**config.mk**
```make
export PLATFORM = sky130hd
export DESIGN_NAME = startcode_filter
export DESIGN_NICKNAME = d
export VERILOG_FILES = /design/src/rtl/sc_pkg.sv /design/src/rtl/sc_scan_stage.sv /design/src/rtl/sc_epr_stage.sv /design/src/rtl/startcode_filter.sv
export SDC_FILE = /design/constraint.sdc
export NUM_CORES = 1
export LEC_CHECK = 0
export CAP_MARGIN = 15
export CORE_MARGIN = 4
export CORE_UTILIZATION = 54
export CTS_BUF_LIST = sky130_fd_sc_hd__clkbuf_8 sky130_fd_sc_hd__clkbuf_16
export DETAILED_ROUTE_END_ITERATION = 10
export GPL_ROUTABILITY_DRIVEN = 0
export HOLD_SLACK_MARGIN = 0.05
export PLACE_DENSITY = 0.87
export SYNTH_ARGS = -nofsm -noshare
export SYNTH_HDL_FRONTEND = slang
export SYNTH_SLANG_ARGS = --single-unit
```
**constraint.sdc**
```tcl
create_clock -name clk -period 4.4 [get_ports clk]
set_clock_uncertainty 0.1 [all_clocks]
set_input_delay 0.44 -clock clk [delete_from_list [all_inputs] [get_ports clk]]
set_output_delay 0.44 -clock clk [all_outputs]
set_load 0.005 [all_outputs]
```
**src/rtl/sc_pkg.sv**
```systemverilog
package sc_pkg;
  localparam int BYTE_W = 8;
  localparam logic [BYTE_W-1:0] EPB_VAL = 8'h03;

  typedef enum logic [1:0] {
    MODE_CODE = 2'd0,
    MODE_LEN  = 2'd1,
    MODE_RSV2 = 2'd2,
    MODE_RSV3 = 2'd3
  } scan_mode_e;

  typedef enum logic [1:0] {
    CAUSE_NONE = 2'd0,
    CAUSE_CODE = 2'd1,
    CAUSE_LEN  = 2'd2,
    CAUSE_BAD  = 2'd3
  } stop_cause_e;

  typedef enum logic [1:0] {
    ST_IDLE  = 2'd0,
    ST_RUN   = 2'd1,
    ST_FLUSH = 2'd2
  } scan_state_e;
endpackage

```
**src/rtl/sc_scan_stage.sv**
```systemverilog
module sc_scan_stage
  import sc_pkg::*;
#(
  parameter int LEN_W    = 28,
  parameter int CODE_LEN = 3
) (
  input  logic                         clk,
  input  logic                         rst,
  input  logic                         start,
  input  logic [1:0]                   mode,
  input  logic [LEN_W-1:0]             len,
  input  logic [CODE_LEN*BYTE_W-1:0]   code,
  input  logic                         search_en,
  input  logic                         in_valid,
  input  logic [BYTE_W-1:0]            in_data,
  output logic                         in_ready,
  output logic                         out_valid,
  output logic [BYTE_W-1:0]            out_data,
  input  logic                         out_ready,
  output logic                         busy,
  output logic                         done,
  output logic [1:0]                   cause,
  output logic [LEN_W-1:0]             consumed
);
  localparam int HOLD = CODE_LEN - 1;
  localparam int HC_W = (CODE_LEN > 2) ? $clog2(CODE_LEN) : 1;

  scan_state_e                 st;
  scan_mode_e                  mode_q;
  stop_cause_e                 cause_q;
  logic [BYTE_W-1:0]           hold_q [HOLD];
  logic [HC_W-1:0]             hcnt;
  logic [LEN_W-1:0]            count, len_q, cnt_nx;
  logic [CODE_LEN*BYTE_W-1:0]  code_q;
  logic                        search_q;
  logic                        ov, done_q;
  logic [BYTE_W-1:0]           od;
  logic [CODE_LEN-1:0]         eq;
  logic                        adv, take, full, code_hit, len_hit;

  // window comparators: held bytes against the leading code bytes,
  // the arriving byte against the last one
  genvar g;
  for (g = 0; g < HOLD; g++) begin : g_eq
    assign eq[g] = (hold_q[g] == code_q[g*BYTE_W +: BYTE_W]);
  end
  assign eq[HOLD] = (in_data == code_q[HOLD*BYTE_W +: BYTE_W]);

  assign adv      = !ov || out_ready;
  assign in_ready = (st == ST_RUN) && adv;
  assign take     = in_valid && in_ready;
  assign full     = (hcnt == HC_W'(HOLD));
  assign code_hit = search_q && full && (&eq);
  assign cnt_nx   = count + LEN_W'(1);
  assign len_hit  = (mode_q == MODE_LEN) && (cnt_nx == len_q);

  always_ff @(posedge clk) begin
    if (rst) begin
      st       <= ST_IDLE;
      mode_q   <= MODE_CODE;
      cause_q  <= CAUSE_NONE;
      hcnt     <= '0;
      count    <= '0;
      len_q    <= '0;
      code_q   <= '0;
      search_q <= 1'b0;
      ov       <= 1'b0;
      od       <= '0;
      done_q   <= 1'b0;
    end else begin
      done_q <= 1'b0;
      case (st)
        ST_IDLE: begin
          if (adv) ov <= 1'b0;
          if (start) begin
            mode_q   <= scan_mode_e'(mode);
            len_q    <= len;
            code_q   <= code;
            search_q <= search_en;
            count    <= '0;
            hcnt     <= '0;
            if (mode[1]) begin
              done_q  <= 1'b1;
              cause_q <= CAUSE_BAD;
            end else if ((mode == 2'(MODE_LEN)) && (len == '0)) begin
              done_q  <= 1'b1;
              cause_q <= CAUSE_LEN;
            end else begin
              cause_q <= CAUSE_NONE;
              st      <= ST_RUN;
            end
          end
        end
        ST_RUN: begin
          if (take) begin
            count <= cnt_nx;
            if (code_hit) begin
              ov      <= 1'b0;
              hcnt    <= '0;
              done_q  <= 1'b1;
              cause_q <= CAUSE_CODE;
              st      <= ST_IDLE;
            end else begin
              if (!search_q) begin
                ov <= 1'b1;
                od <= in_data;
              end else if (full) begin
                ov <= 1'b1;
                od <= hold_q[0];
                for (int j = 0; j < HOLD - 1; j++) hold_q[j] <= hold_q[j+1];
                hold_q[HOLD-1] <= in_data;
              end else begin
                ov <= 1'b0;
                for (int j = 0; j < HOLD; j++)
                  if (hcnt == HC_W'(j)) hold_q[j] <= in_data;
                hcnt <= hcnt + HC_W'(1);
              end
              if (len_hit) begin
                if (search_q) begin
                  st <= ST_FLUSH;
                end else begin
                  done_q  <= 1'b1;
                  cause_q <= CAUSE_LEN;
                  st      <= ST_IDLE;
                end
              end
            end
          end else if (adv) begin
            ov <= 1'b0;
          end
        end
        ST_FLUSH: begin
          if (adv) begin
            ov <= 1'b1;
            od <= hold_q[0];
            for (int j = 0; j < HOLD - 1; j++) hold_q[j] <= hold_q[j+1];
            hcnt <= hcnt - HC_W'(1);
            if (hcnt == HC_W'(1)) begin
              done_q  <= 1'b1;
              cause_q <= CAUSE_LEN;
              st      <= ST_IDLE;
            end
          end
        end
        default: st <= ST_IDLE;
      endcase
    end
  end

  assign out_valid = ov;
  assign out_data  = od;
  assign busy      = (st != ST_IDLE);
  assign done      = done_q;
  assign cause     = cause_q;
  assign consumed  = count;
endmodule

```
**src/rtl/sc_epr_stage.sv**
```systemverilog
module sc_epr_stage
  import sc_pkg::*;
#(
  parameter int RUN_LIM = 2
) (
  input  logic              clk,
  input  logic              rst,
  input  logic              clr,
  input  logic              epr_en,
  input  logic              fwd_en,
  input  logic              in_valid,
  input  logic [BYTE_W-1:0] in_data,
  output logic              in_ready,
  output logic              out_valid,
  output logic [BYTE_W-1:0] out_data,
  input  logic              out_ready
);
  localparam int ZR_W = $clog2(RUN_LIM + 1);

  logic              epr_q, fwd_q, ov, take, is_epb;
  logic [BYTE_W-1:0] od;
  logic [ZR_W-1:0]   zrun;

  assign in_ready = !ov || out_ready;
  assign take     = in_valid && in_ready;
  assign is_epb   = epr_q && (zrun == ZR_W'(RUN_LIM)) && (in_data == EPB_VAL);

  always_ff @(posedge clk) begin
    if (rst) begin
      epr_q <= 1'b0;
      fwd_q <= 1'b0;
      ov    <= 1'b0;
      od    <= '0;
      zrun  <= '0;
    end else begin
      if (in_ready) begin
        ov <= take && !is_epb && fwd_q;
        od <= in_data;
      end
      if (take) begin
        if (is_epb || (in_data != '0)) zrun <= '0;
        else if (zrun != ZR_W'(RUN_LIM)) zrun <= zrun + ZR_W'(1);
      end
      if (clr) begin
        epr_q <= epr_en;
        fwd_q <= fwd_en;
        zrun  <= '0;
      end
    end
  end

  assign out_valid = ov;
  assign out_data  = od;
endmodule

```
**src/rtl/startcode_filter.sv**
```systemverilog
module startcode_filter
  import sc_pkg::*;
#(
  parameter int LEN_W    = 28,
  parameter int CODE_LEN = 3
) (
  input  logic                       clk,
  input  logic                       rst,
  input  logic                       cfg_start,
  input  logic [1:0]                 cfg_mode,
  input  logic [LEN_W-1:0]           cfg_len,
  input  logic [CODE_LEN*8-1:0]      cfg_code,
  input  logic                       cfg_search_en,
  input  logic                       cfg_epr_en,
  input  logic                       cfg_fwd_en,
  input  logic                       s_valid,
  input  logic [7:0]                 s_data,
  output logic                       s_ready,
  output logic                       m_valid,
  output logic [7:0]                 m_data,
  input  logic                       m_ready,
  output logic                       busy,
  output logic                       done,
  output logic [1:0]                 stop_cause,
  output logic [LEN_W-1:0]           consumed
);
  logic              mid_valid, mid_ready, start_acc;
  logic [BYTE_W-1:0] mid_data;

  assign start_acc = cfg_start && !busy;

  sc_scan_stage #(.LEN_W(LEN_W), .CODE_LEN(CODE_LEN)) u_scan (
    .clk       (clk),
    .rst       (rst),
    .start     (cfg_start),
    .mode      (cfg_mode),
    .len       (cfg_len),
    .code      (cfg_code),
    .search_en (cfg_search_en),
    .in_valid  (s_valid),
    .in_data   (s_data),
    .in_ready  (s_ready),
    .out_valid (mid_valid),
    .out_data  (mid_data),
    .out_ready (mid_ready),
    .busy      (busy),
    .done      (done),
    .cause     (stop_cause),
    .consumed  (consumed)
  );

  sc_epr_stage #(.RUN_LIM(2)) u_epr (
    .clk       (clk),
    .rst       (rst),
    .clr       (start_acc),
    .epr_en    (cfg_epr_en),
    .fwd_en    (cfg_fwd_en),
    .in_valid  (mid_valid),
    .in_data   (mid_data),
    .in_ready  (mid_ready),
    .out_valid (m_valid),
    .out_data  (m_data),
    .out_ready (m_ready)
  );
endmodule

```
==> results of run 1 <==
## flip-flops by register name, summed over array words and instances (netlist names)
register          flops
u_scan.cause          2
u_scan.hold_q        16
u_epr.out_valid       1
u_scan.out_data       8
u_scan.search_q       1
u_epr.out_data        8
u_epr.epr_q           1
u_scan.mode_q         2
u_scan.out_valid      1
u_scan.done           1
u_scan.st             2
u_epr.zrun            2
u_epr.fwd_q           1
u_scan.code_q        24
u_scan.hcnt           2
u_scan.consumed      28
u_scan.len_q         28
## cell usage in the layout (no fill, tap or decap), types with 5 or more instances in the layout
cell,n
mux2_2,8
clkdlybuf4s50_1,110
inv_1,18
ha_1,10
a311oi_1,8
mux2i_1,7
and3_1,10
and2_1,5
xnor2_1,26
or3_1,6
nand2_1,191
nor3_1,24
nand4_1,17
clkinvlp_4,5
nor2_1,42
nor4_1,15
o21ai_0,26
edfxtp_1,16
nand3_1,20
dfxtp_1,112
xor2_1,38
nor2b_1,18
a21oi_1,107
clkbuf_16,17
buf_4,6
## per-stage QoR
step	area (µm²)	utilization (%)
2_1_floorplan	6763	-
5_1_grt	8458	69.83
3_5_place_dp	7921	65.40
6_report	8458	69.83
4_1_cts	8443	69.71
3_3_place_gp	7921	65.40
## critical path, stage by stage, from the launching register on
cell	delay, ps
dfxtp_1	510
ha_1	370
nand4_4	180
nor4_4	540
nand3_4	150
or4b_1	480
a31oi_1	180
a21oi_2	80
nor4_4	340
o21ai_1	100
a211oi_1	330
## power groups by stage
stage,sequential [mW],clock (mW),combinational (mW)
after floorplan,1.35,0,0.515
after global placement,1.37,0,0.746
after detailed placement,1.37,0,0.761
after CTS,1.35,1.24,0.772
after global routing,1.36,1.30,0.868
final,1.35,1.23,0.782
## layout make-up
type	count	area (µm²)
multi-input combinational	649	3779
fill	959	3654
sequential	128	2723
timing repair buffer	117	1161
clock buffer	17	425.4
tap	168	210.2
clock inverter	14	96.34
inverter	17	63.81
## worst paths after layout
check / end / cells after the start / slack, ps / from
setup / recovery: u_scan.done / 10 / 900 / u_scan.consumed[0]
hold reg to reg: u_epr.out_data[3] / 2 / 350 / u_epr.out_data[3]
hold / removal: u_scan.code_q[20] / 2 / 320 / rst
setup reg to reg: u_scan.done / 10 / 900 / u_scan.consumed[0]
## logic make-up after synthesis
group / share of synthesized area (%)
fa+ha+maj: 1.998
compound gates: 15.23
xor+xnor: 8.289
simple gates: 27.75
buf+inv: 3.885
mux: 2.590
flops: 40.26
## layer usage
| layer | wire length, µm | GRT usage (%) |
|---|---|---|
| met2 | 8296 | 39.27 |
| met3 | 1296 | 6.692 |
| met1 | 8045 | 33.18 |
| met5 | 0 | 0 |
| met4 | 347 | 9.377 |
==> run_results.csv, run 1 <==
group,metric,value,unit
outcome,status,"finished clean",
clock_tree,htree_levels,4,
timing,maxSlewViolCount,0,
setup_path,crit_type,"reg -> reg",
global_route,grt_overflow,0,
timing,layout_worst_path_cycle_share,79.46,%
synth,netlist_area,0.006763,mm²
synth,synth_warnings,0,
synth,synth-async-reset-ratio,0,%
timing,hold_viol,0,
power,pwr-share-comb,23.3,%
route,wl,17.99,mm
floorplan,die_h,119.9,µm
clock_tree,hold_buffers,0,
timing,tightest_slew,1104,ps
setup_path,cp.required,4600,ps
route,route.detailed.drc,0,
synth,ys.flop_type,"dfxtp_1",
hold_path,hp-class,"in -> reg",
route,ant_nets,0,
floorplan,start_util,55.84,%
floorplan,core_area,0.01211,mm²
timing,rsz0062_at_grt,"no",
timing,postLayoutSetupSlackWorst,903.9,ps
synth,synth_nets,925,
setup_path,cp-end-kind,"flop",
synth,synth-edff-count,16,
timing,min_period,3496,ps
clock_tree,clkSlewWorstSetupHoldPaths,60,ps
route,num_vias,6388,
floorplan,die_area,0.01438,mm²
finish,nNetsFinal,1010,
power,p_sw,1.056,mW
power,sw_frac_of_total,31.42,%
placement,io_buffer_count,111,
placement,dpl_worst_slack,772.5,ps
finish,instances_no_fill,1110,
setup_path,cp_max_fo,8,
floorplan,rows,40,
timing,fmax,0.2860,GHz
power,p_int,2.304,mW
route,wl_per_cell,16.20,µm
synth,synth_cell_types,63,
clock_tree,post_cts_resized,0,
timing,holdWs,317.7,ps
global_route,first_global_vias,5929,
route,drtIter0Drc,499,
clock_tree,clkLatencyLatePin,420,ps
synth,netlist_instances,845,
synth,synth_top_area_cell,"dfxtp_1",
synth,yosys_register_bits,128,
synth,avgSynthCellArea,8.003,µm²
route,dr.pass1.iters,5,
floorplan,die_w,119.9,µm
finish,syn_to_final_growth,25.07,%
route,via_per_inst,5.755,
setup_path,cp.arrival,3700,ps
power,p_total,3.360,mW
finish,drive_gt1_share,6.900,%
global_route,grt_max_degree,90,
clock_tree,cts_buffers,17,
power,irDropWorstVdd,0.2899,mV
synth,yosysMostFrequentCell,"nand2_1",
setup_path,cp-start-kind,"flop",
global_route,grt_pass1_wl,29.36,mm
clock_tree,tritoncts,"yes",
synth,synthTopCellsByCount,"nand2_1, dfxtp_1, a21oi_1",
synth,synth_top_area_share,33.15,%
timing,slew_headroom,26.38,%
job,max-cap-violations,0,
synth,yosys-top-cells-area,"dfxtp_1, nand2_1, a21oi_1, edfxtp_1, xor2_1",
power,total_leakage_power,3.063,nW
placement,hpwl,12.58,mm
global_route,grt_usage,25.07,%
floorplan,io_pins,112,
synth,seq_area_frac_synth,40.26,%
clock_tree,clock_sinks,128,
timing,fin_tns_setup,0,ps
finish,antenna_cells,0,
placement,place_inst,1078,
clock_tree,cts.path.max_buffers,2,
power,clkPwrFrac,36.6,%
clock_tree,clock-root-buffer,"clkbuf_16",
global_route,antenna_found_initial,0,
power,powerDensity,397.3,mW/mm²
power,p_seq_share,40.2,%
timing,finalSetupViolCount,0,
clock_tree,post_cts_buffers,0,
(Power assumes the default switching activity.)
==> run 2, diff against run 1 <==
CORE_UTILIZATION = 49   (was 54)
PLACE_DENSITY = 0.83   (was 0.87)
clock period = 3.2 ns   (was 4.4 ns; I/O delays follow)
==> run_results.csv, run 2 (synthesis results as in run 1) <==
group,metric,value,unit
finish,final_util,65.47,%
timing,maxSlewViolCount,0,
timing,fin_tns_setup,0,ps
clock_tree,clkLatencyLatePin,420,ps
timing,tightest_slew,1133,ps
power,p_seq_share,37.9,%
floorplan,core_area,0.01340,mm²
global_route,grt_overflow,0,
setup_path,r2r.worst_path.cells,9,
global_route,antenna_found_initial,0,
clock_tree,htree_levels,4,
placement,place_inst,1116,
global_route,met2_usage,38.39,%
timing,layout_worst_path_cycle_share,95.19,%
power,powerDensity,556.9,mW/mm²
hold_path,hp-class,"in -> reg",
outcome,status,"finished clean",
global_route,grt_max_degree,90,
route,dr.pass1.iters,6,
setup_path,cp-start-kind,"flop",
finish,antenna_cells,0,
global_route,grt_pass1_wl,31.46,mm
power,clkPwrFrac,39.5,%
timing,finalSetupViolCount,0,
floorplan,die_w,125.5,µm
finish,layout_common_cells,"nand2_1, dfxtp_1, clkdlybuf4s50_1",
route,num_vias,6525,
route,wl_per_cell,16.77,µm
clock_tree,clkSlewWorstSetupHoldPaths,60,ps
floorplan,io_pins,112,
power,p_sw,1.508,mW
placement,io_buffer_count,111,
timing,hold_viol,0,
global_route,grtUsageMet1,33.74,%
clock_tree,tritoncts,"yes",
global_route,grt_usage,24.47,%
global_route,grt_most_used_layer,"met2",
power,irDropWorstVdd,0.4245,mV
hold_path,min_path_cells,2,
power,p_total,4.886,mW
placement,hpwl,13.64,mm
clock_tree,cts_buffers,17,
setup_path,cp_cell_sequence,"nand3_2, nor4_4, nand4_1, xnor2_1, a2111oi_0, nand3_1, nor4_4, o21ai_2, mux2_4",
floorplan,rows,42,
job,max-cap-violations,0,
clock_tree,clock_sinks,128,
power,pwr-share-comb,22.6,%
finish,nNetsFinal,1040,
route,via_per_inst,5.679,
setup_path,cp_max_fo,7,
global_route,first_global_vias,6137,
finish,syn_to_final_growth,29.73,%
timing,min_period,3046,ps
clock_tree,hold_buffers,0,
finish,drive_gt1_share,10.07,%
route,drtIter0Drc,661,
global_route,grt.met3_usage,5.842,%
finish,instances_no_fill,1149,
route,ant_nets,0,
floorplan,die_area,0.01575,mm²
floorplan,start_util,50.47,%
power,total_leakage_power,3.268,nW
clock_tree,clock-root-buffer,"clkbuf_16",
power,p_int,3.377,mW
power,sw_frac_of_total,30.87,%
setup_path,cp-end-kind,"flop",
finish,layout_commonest_cell,"nand2_1",
setup_path,crit_top_cell,"nor4_4",
route,wl,19.27,mm
timing,rsz0062_at_grt,"no",
setup_path,cp.required,3410,ps
timing,slew_headroom,23.88,%
floorplan,die_h,125.5,µm
setup_path,crit_type,"reg -> reg",
setup_path,slowest_stage,"dfxtp_1",
setup_path,cp.arrival,3260,ps
setup_path,slowest_delay,460,ps
route,route.detailed.drc,0,
clock_tree,cts.path.max_buffers,2,
timing,fmax,0.3283,GHz
-- run 2: worst paths after layout --
kind | start | to | slack, ps
setup / recovery | u_scan.consumed[3] | u_scan.cause[0] | 150
hold / removal | rst | u_scan.code_q[15] | 190
setup reg to reg | u_scan.consumed[3] | u_scan.cause[0] | 150
hold reg to reg | u_epr.out_data[5] | u_epr.out_data[5] | 350
-- run 2: area by class of cell --
| class | instances | area (µm²) |
|---|---|---|
| Inverter | 17 | 63.81 |
| Clock inverter | 13 | 120.1 |
| Clock buffer | 19 | 475.5 |
| Timing Repair Buffer | 147 | 1391 |
| Multi-Input combinational cell | 649 | 3779 |
| Sequential cell | 128 | 2724 |
| Tap cell | 176 | 220.2 |
| Fill cell | 1093 | 4627 |
-- run 2: stage by stage --
stage | area [µm²] | hold slack (ps) | setup slack [ps]
6_report | 8773 | 186.6 | 153.9
5_1_grt | 8773 | 186.7 | 17.10
4_1_cts | 8765 | 168.2 | 78.22
3_5_place_dp | 8169 | 349.7 | 97.89
3_3_place_gp | 8169 | 341.5 | 127.3
2_1_floorplan | 6763 | 318.9 | 125.1
-- run 2: per-layer routing --
layer / up-vias / part of all wire (%)
met2: 259 / 46
met5: - / 0
met4: 0 / 1.2
li1: 3173 / -
met3: 16 / 7.4
met1: 3077 / 46
-- run 2: worst max-delay path, delay by kind of cell, from the launching register on --
kind	cells	cell delay (ps)
simple gates	5	1360
compound gates	2	500
flops	1	460
mux	1	300
xor+xnor	1	200
-- run 2: power groups by stage --
| stage | Combinational [mW] | Sequential (mW) | Clock, mW |
|---|---|---|---|
| finish | 1.10 | 1.85 | 1.93 |
| global route | 1.22 | 1.86 | 2.03 |
| CTS | 1.10 | 1.85 | 1.96 |
| detailed placement | 1.09 | 1.88 | 0 |
| global placement | 1.06 | 1.88 | 0 |
| floorplan | 0.709 | 1.85 | 0 |
-- run 2: repair_timing --
| action | 4_1_cts | 5_1_grt |
|---|---|---|
| endpoints found under the setup margin | 0 | 4 |
| resized for setup | 0 | 1 |
| buffers inserted | 0 | 1 |
==> run 3, diff against run 2 <==
SLEW_MARGIN = 15   (was not set)
==> results of run 3 <==
Same layout as run 2: the final DEF is identical, and so are final timing and power.
